### src/rtl/pwmcap_pkg.sv
package pwmcap_pkg;
  typedef enum logic [1:0] {
    MD_DUAL = 2'd0,
    MD_WIDE = 2'd1,
    MD_CAPT = 2'd2,
    MD_HALT = 2'd3
  } tmr_mode_e;

  typedef enum logic [1:0] {
    EDG_NONE = 2'd0,
    EDG_RISE = 2'd1,
    EDG_FALL = 2'd2,
    EDG_BOTH = 2'd3
  } edge_sel_e;

  localparam int ADR_W = 3;
  localparam logic [ADR_W-1:0] ADR_CTRL  = 3'd0;
  localparam logic [ADR_W-1:0] ADR_PRESC = 3'd1;
  localparam logic [ADR_W-1:0] ADR_PER   = 3'd2;
  localparam logic [ADR_W-1:0] ADR_DUT   = 3'd3;
  localparam logic [ADR_W-1:0] ADR_CAPA  = 3'd4;
  localparam logic [ADR_W-1:0] ADR_CAPB  = 3'd5;
  localparam logic [ADR_W-1:0] ADR_STAT  = 3'd6;
endpackage

### src/rtl/pwmcap_prescale.sv
module pwmcap_prescale #(
  parameter int PRE_W = 8
) (
  input  logic             clk,
  input  logic             rst_n,
  input  logic             restart,
  input  logic [PRE_W-1:0] div,
  output logic             tick
);
  logic [PRE_W-1:0] acc;

  // >= rather than == so a smaller divisor written mid-count cannot strand acc
  assign tick = (acc >= div);

  always_ff @(posedge clk or negedge rst_n) begin
    if (!rst_n)       acc <= '0;
    else if (restart) acc <= '0;
    else if (tick)    acc <= '0;
    else              acc <= acc + 1'b1;
  end
endmodule

### src/rtl/pwmcap_capsync.sv
module pwmcap_capsync
  import pwmcap_pkg::*;
(
  input  logic      clk,
  input  logic      rst_n,
  input  logic      pin,
  input  edge_sel_e sel,
  output logic      evt
);
  logic s1, s2, s3;
  logic rise, fall;

  always_ff @(posedge clk or negedge rst_n) begin
    if (!rst_n) begin
      s1 <= 1'b0;
      s2 <= 1'b0;
      s3 <= 1'b0;
    end else begin
      s1 <= pin;
      s2 <= s1;
      s3 <= s2;
    end
  end

  assign rise = s2 & ~s3;
  assign fall = ~s2 & s3;

  always_comb begin
    case (sel)
      EDG_RISE: evt = rise;
      EDG_FALL: evt = fall;
      EDG_BOTH: evt = rise | fall;
      default:  evt = 1'b0;
    endcase
  end
endmodule

### src/rtl/pwmcap_counter.sv
module pwmcap_counter
  import pwmcap_pkg::*;
#(
  parameter int HALF_W = 8
) (
  input  logic                clk,
  input  logic                rst_n,
  input  logic                restart,
  input  logic                tick,
  input  tmr_mode_e           mode,
  input  logic [2*HALF_W-1:0] per,
  input  logic [2*HALF_W-1:0] dut,
  output logic [2*HALF_W-1:0] cnt,
  output logic                end_lo,
  output logic                end_hi,
  output logic [1:0]          pwm
);
  localparam int W = 2 * HALF_W;

  logic [HALF_W-1:0] lo, hi;
  logic [W-1:0]      cnt_n;
  logic              wrap_lo, wrap_hi, wrap_w;

  assign lo = cnt[HALF_W-1:0];
  assign hi = cnt[W-1:HALF_W];

  // Wrap when the next count would reach the period; period 0 wraps every tick
  assign wrap_lo = tick && (({1'b0, lo} + 1'b1) >= {1'b0, per[HALF_W-1:0]});
  assign wrap_hi = tick && (({1'b0, hi} + 1'b1) >= {1'b0, per[W-1:HALF_W]});
  assign wrap_w  = tick && (({1'b0, cnt} + 1'b1) >= {1'b0, per});

  always_comb begin
    cnt_n  = cnt;
    end_lo = 1'b0;
    end_hi = 1'b0;
    pwm    = 2'b00;
    case (mode)
      MD_DUAL: begin
        cnt_n[HALF_W-1:0] = wrap_lo ? '0 : lo + HALF_W'(tick);
        cnt_n[W-1:HALF_W] = wrap_hi ? '0 : hi + HALF_W'(tick);
        end_lo = wrap_lo;
        end_hi = wrap_hi;
        pwm    = {hi < dut[W-1:HALF_W], lo < dut[HALF_W-1:0]};
      end
      MD_WIDE: begin
        cnt_n  = wrap_w ? '0 : cnt + W'(tick);
        end_lo = wrap_w;
        end_hi = wrap_w;
        pwm    = {1'b0, cnt < dut};
      end
      MD_CAPT: cnt_n = cnt + W'(tick);
      default: cnt_n = '0;
    endcase
  end

  always_ff @(posedge clk or negedge rst_n) begin
    if (!rst_n)       cnt <= '0;
    else if (restart) cnt <= '0;
    else              cnt <= cnt_n;
  end
endmodule

### src/rtl/pwmcap_timer.sv
module pwmcap_timer
  import pwmcap_pkg::*;
#(
  parameter int HALF_W = 8,
  parameter int PRE_W  = 8
) (
  input  logic                clk,
  input  logic                rst_n,
  input  logic                wr_en,
  input  logic [2:0]          wr_addr,
  input  logic [2*HALF_W-1:0] wr_data,
  input  logic                rd_en,
  input  logic [2:0]          rd_addr,
  output logic [2*HALF_W-1:0] rd_data,
  input  logic [1:0]          cap_in,
  output logic [1:0]          pwm_out,
  output logic [1:0]          cap_flag,
  output logic                irq
);
  localparam int W    = 2 * HALF_W;
  localparam int NCAP = 2;

  tmr_mode_e        mode_q;
  edge_sel_e        esel_q [NCAP];
  logic             ie_q;
  logic [PRE_W-1:0] presc_q;
  logic [W-1:0]     per_stg, dut_stg, per_act, dut_act;
  logic [W-1:0]     cap_val [NCAP];
  logic             pend    [NCAP];
  logic             ovr     [NCAP];
  logic [NCAP-1:0]  evt;
  logic             restart, tick, end_lo, end_hi;
  logic [W-1:0]     cnt;

  assign restart = wr_en && (wr_addr == ADR_CTRL);

  always_ff @(posedge clk or negedge rst_n) begin
    if (!rst_n) begin
      mode_q    <= MD_DUAL;
      esel_q[0] <= EDG_NONE;
      esel_q[1] <= EDG_NONE;
      ie_q      <= 1'b0;
      presc_q   <= '0;
      per_stg   <= '0;
      dut_stg   <= '0;
    end else if (wr_en) begin
      case (wr_addr)
        ADR_CTRL: begin
          mode_q    <= tmr_mode_e'(wr_data[1:0]);
          esel_q[0] <= edge_sel_e'(wr_data[3:2]);
          esel_q[1] <= edge_sel_e'(wr_data[5:4]);
          ie_q      <= wr_data[6];
        end
        ADR_PRESC: presc_q <= wr_data[PRE_W-1:0];
        ADR_PER:   per_stg <= wr_data;
        ADR_DUT:   dut_stg <= wr_data;
        default: ;
      endcase
    end
  end

  // Live period/duty: each half follows its own lane's wrap
  always_ff @(posedge clk or negedge rst_n) begin
    if (!rst_n) begin
      per_act <= '0;
      dut_act <= '0;
    end else if (restart) begin
      per_act <= per_stg;
      dut_act <= dut_stg;
    end else begin
      if (end_lo) begin
        per_act[HALF_W-1:0] <= per_stg[HALF_W-1:0];
        dut_act[HALF_W-1:0] <= dut_stg[HALF_W-1:0];
      end
      if (end_hi) begin
        per_act[W-1:HALF_W] <= per_stg[W-1:HALF_W];
        dut_act[W-1:HALF_W] <= dut_stg[W-1:HALF_W];
      end
    end
  end

  pwmcap_prescale #(.PRE_W(PRE_W)) u_pre (
    .clk(clk), .rst_n(rst_n), .restart(restart), .div(presc_q), .tick(tick)
  );

  pwmcap_counter #(.HALF_W(HALF_W)) u_cnt (
    .clk(clk), .rst_n(rst_n), .restart(restart), .tick(tick), .mode(mode_q),
    .per(per_act), .dut(dut_act), .cnt(cnt), .end_lo(end_lo), .end_hi(end_hi),
    .pwm(pwm_out)
  );

  for (genvar g = 0; g < NCAP; g++) begin : g_cap
    logic hit, ack, w1c;

    pwmcap_capsync u_sync (
      .clk(clk), .rst_n(rst_n), .pin(cap_in[g]), .sel(esel_q[g]), .evt(evt[g])
    );

    assign hit = evt[g] && (mode_q == MD_CAPT);
    assign ack = rd_en && (rd_addr == 3'(ADR_CAPA + g));
    assign w1c = wr_en && (wr_addr == ADR_STAT) && wr_data[2+g];

    always_ff @(posedge clk or negedge rst_n) begin
      if (!rst_n) begin
        cap_val[g] <= '0;
        pend[g]    <= 1'b0;
        ovr[g]     <= 1'b0;
      end else if (restart) begin
        pend[g] <= 1'b0;
        ovr[g]  <= 1'b0;
      end else begin
        if (w1c) ovr[g] <= 1'b0;
        if (hit) begin
          cap_val[g] <= cnt;
          pend[g]    <= 1'b1;
          if (pend[g] && !ack) ovr[g] <= 1'b1;
        end else if (ack) begin
          pend[g] <= 1'b0;
        end
      end
    end
  end

  assign cap_flag = {pend[1], pend[0]};
  assign irq      = ie_q & (pend[0] | pend[1] | ovr[0] | ovr[1]);

  always_comb begin
    case (rd_addr)
      ADR_CTRL:  rd_data = W'({ie_q, esel_q[1], esel_q[0], mode_q});
      ADR_PRESC: rd_data = W'(presc_q);
      ADR_PER:   rd_data = per_stg;
      ADR_DUT:   rd_data = dut_stg;
      ADR_CAPA:  rd_data = cap_val[0];
      ADR_CAPB:  rd_data = cap_val[1];
      ADR_STAT:  rd_data = W'({ovr[1], ovr[0], pend[1], pend[0]});
      default:   rd_data = '0;
    endcase
  end
endmodule

### config.mk
export PLATFORM = sky130hd
export DESIGN_NAME = pwmcap_timer
export DESIGN_NICKNAME = d
export VERILOG_FILES = /design/src/rtl/pwmcap_pkg.sv /design/src/rtl/pwmcap_prescale.sv /design/src/rtl/pwmcap_capsync.sv /design/src/rtl/pwmcap_counter.sv /design/src/rtl/pwmcap_timer.sv
export SDC_FILE = /design/constraint.sdc
export NUM_CORES = 1
export LEC_CHECK = 0
export BUFFER_PORTS_ARGS = -buffer_cell sky130_fd_sc_hd__buf_2
export CAP_MARGIN = 20
export CORE_UTILIZATION = 40
export DETAILED_ROUTE_END_ITERATION = 7
export PLACE_DENSITY = 0.58
export SYNTH_ARGS = -nofsm -noshare
export SYNTH_HDL_FRONTEND = slang
export SYNTH_SLANG_ARGS = --single-unit
### constraint.sdc
create_clock -name clk -period 5 [get_ports clk]
set_input_delay 0.75 -clock clk [delete_from_list [all_inputs] [get_ports clk]]
set_output_delay 0.75 -clock clk [all_outputs]
set_load 0.005 [all_outputs]
==> metrics list <==
* Total number of clock tree sinks: 145
- Reg2Reg Setup Slack: roughly 1300 ps
- Port buffering added 48 buffers.
- Synthesis handed over a netlist of 778 instances.
- The worst setup path is launched from a register.
* Cell type contributing the most total cell area after synthesis: dfrtp_1
- After clock tree synthesis, the setup repair step added 0 buffers.
* Clock-pin slew on the worst setup and hold paths: ~60 ps
- Depth of the CTS H-tree: 4
- Setup_tns: 0 ps
- The internal portion of the total power is between 2 and 3 mW.
* Mapped Avg Cell Area: 10.9 µm²
- After legalization and detailed placement, the total HPWL measured 15300 µm.
- Power per cell area: 426 nW/µm²
- Global-route wire length before repair: approximately 34000 µm
- The floorplan step defined a die boundary enclosing around 22000 µm².
- Max Clk Rate: approximately 0.27 GHz
* DRC violations left: 0
- Across the VDD grid, the largest voltage drop is 0.263 mV.
- Run status: finished, final reports clean
- Share of synthesized flip-flops with an asynchronous set or reset: 100%
- The floorplan step set the die width to 148 µm.
- Fraction of final layout cells sized beyond drive strength 1: 27.3%
* Initial antenna violation count: 0
* Logic gate share of total power: a little over a quarter
- Area overhead of the layout relative to synthesis: 12.9%
- The initial utilization of the core area, before any placement, comes to 41.4%.
* Master cell of the clock root buffer: clkbuf_16
- Final weighted congestion in routability-driven placement: 0.839
- Maximum root-to-sink buffer count: 2
* Placeable Area: 20500 µm²
- Final worst path period share: 75.2%
* GRT overflow: 0
- Overall power after layout: between 4 and 5 mW
- Final wirelength: around 21000 µm
- TritonCTS built the clock tree.
- After synthesis, the cell types taking the most area are dfrtp_1, mux2_2, ha_1.
- The tool flagged a number of max-cap violations equal to 0.
- Number of synthesized flops with an enable pin: 0
- Unrepaired setup endpoints after global routing: false
- Setup violations remaining at the end of the flow were counted as 0.
* Psw: 1.30 mW
* Clock power share: 32.0%
* Yosys reg bits: 145
* Post-DR vias/cell: 5.43
- Dividing the detail-routed wire length by the instance count gives 18.8 µm.
- Latest clock arrival within the worst-skew pair: 420 ps
- Overall fraction of global-route tracks in use: 20.4%
* Floorplan row count: 52
- Entering global routing, the biggest net connects 110 pins.
- Summed over all cells, the static leakage comes to ~4.6 nW.
- Counting I/O delays and the setup requirement, the final critical path takes 3760 ps.
- Vert. Die Dim: 148 µm
- By startpoint and endpoint, the worst setup path is classified as register to primary output.
- Count of inserted antenna diode cells: 0
* Data required time at the worst endpoint: between 4000 and 5000 ps
* Net count after synthesis: 865
* Sequential share of the synthesized area: between 40% and 50%
- Netlist Area Pre-Place: about 8500 µm²
* Critical Path AT: 3010 ps
* Path class of the lowest-slack min-delay path: primary input to async pin
* Post-Place Cells: 1071
- After the flow finishes, the layout carries non-filler instances totaling 1103.
- Gates resized during post-CTS repair numbered 0.
- The count of nets left with antenna violations once routing finished came out at 0.
* Clock buffers created by TritonCTS: 17
- At the pin with the least slew margin, the transition time is around 700 ps.
- Worst-case headroom to the max-slew limit: 54.7%
- In the final design database the tool counted about 900 nets.
- Critical Path Sink Type: primary output
- Setup ws final: 1240 ps
- The most used flip-flop cell after synthesis is dfrtp_1.
- The first routing iteration left around 370 violations.
* Sequential fraction of design power: 41.5%
* Number of placed I/O pins: 49
* Setup slack after placement: around 1300 ps
* Fraction of power spent switching nets: between 30% and 40%
- Via count of the first global-routing pass: 5967
- Hold Fails Final Rpt: 0
- Hold repair after CTS inserted 0 buffers.
- Final Slew Violations: 0
- Length of the first detailed-routing pass in iterations: 5
* Area share of the largest cell type after synthesis: 42.7%
- During synthesis, Yosys emitted a total of 0 warnings.
* Synth cell types: 75
- Setup skew after layout: 5.38 ps
* Total number of vias: 5990
- Worst-path fanout max: 9
[flip-flops by register name, indices dropped and copies added, names as in the netlist]
signal,count
g_cap.u_sync.s2,2
ovr,2
u_pre.acc,8
cap_flag,2
u_cnt.cnt,16
cap_val,32
per_stg,16
per_act,16
presc_q,8
esel_q,4
mode_q,2
ie_q,1
g_cap.u_sync.s1,2
dut_act,16
dut_stg,16
g_cap.u_sync.s3,2
[cell usage after synthesis (all sizes together) (3+ instances only)]
library cell  count
a21o              6
ha               59
a211oi            3
mux2            101
clkbuf           23
nand2            64
nand2b            6
a221oi           11
nor4              4
o21ai            30
buf              15
dfrtp           145
nor2             50
xor2             16
a22oi            16
inv              58
xnor2            20
nand3            24
nor2b             8
nor3              7
a21oi            36
o211ai            6
and2              3
and3             10
a32oi             6
mux2i            11
nand4             7
[metrics by stage]
stage	util [%]	hold slack [ps]	area [µm²]
after global placement	43.7	335	8950
after detailed placement	43.7	335	8950
after floorplan	-	331	8490
after CTS	46.6	348	9560
after global routing	46.8	114	9590
final	46.8	126	9590
[final timing paths]
path,startpoint,to,cells past startpoint
max in group asynchronous,rst_n,cap_val[28],3
worst max-delay path,u_cnt.cnt[13],pwm_out[0],8
worst max register to register,u_cnt.cnt[8],u_cnt.cnt[11],12
worst min-delay path,rst_n,u_pre.acc[6],1
worst min register to register,g_cap[0].u_sync.s1,g_cap[0].u_sync.s2,0
min in group clk,g_cap[0].u_sync.s1,g_cap[0].u_sync.s2,0
[cells in the final DEF (no fill, tap or decap), types with 17 or more instances in the layout]
master	synthesis	routed
nor2_1	47	47
inv_1	58	58
clkbuf_16	0	17
mux2_2	81	81
xnor2_1	20	20
mux2_4	20	20
a21oi_1	31	31
nand2_1	63	63
ha_1	59	59
dfrtp_1	145	145
buf_2	3	47
o21ai_0	27	27
nand3_1	22	22
[final cells by class]
| class | instances | area [µm²] |
|---|---|---|
| multi-input combinational | 537 | 4430 |
| sequential | 145 | 3630 |
| tap | 270 | 338 |
| fill | 1908 | 10900 |
| timing repair buffer | 62 | 372 |
| clock buffer | 22 | 474 |
| clock inverter | 9 | 130 |
| inverter | 58 | 218 |
[layer usage]
| metal | wire length [µm] | GRT usage [%] | vias to the layer above |
|---|---|---|---|
| met5 | 0 | 0 | - |
| met4 | 319 | 6.65 | 0 |
| met3 | 861 | 3.83 | 26 |
| li1 | - | - | 2859 |
| met1 | 10300 | 29.6 | 2969 |
| met2 | 9250 | 30.5 | 136 |
[critical path, stage by stage (launching register included)]
cell      delay (ps)
dfrtp_1          610
ha_1             330
a21o_1           160
a21o_1           170
a211oi_1         300
o21ai_0          160
a221o_1          360
a31oi_1          310
buf_2            190
[power by group through the flow]
stage,sequential (mW),clock (mW),combinational [mW]
global placement,1.70,0,1.07
detailed placement,1.71,0,1.08
global route,1.72,1.38,1.23
CTS,1.69,1.33,1.09
finish,1.69,1.31,1.08
floorplan,1.60,0,0.820
[logic make-up (layout without fill, tap and decap cells)]
logic type,Yosys count,after routing,synth area share [%]
buffers and inverters,96,151,5.48
AND/OR/NAND/NOR,194,194,12.0
adder cells (fa/ha/maj),59,59,8.69
flip-flops,145,145,42.7
XOR/XNOR,36,36,3.71
multiplexers,113,113,15.8
AO/OA/AOI/OAI,135,135,11.6
Power figures use the tool's default switching activity.
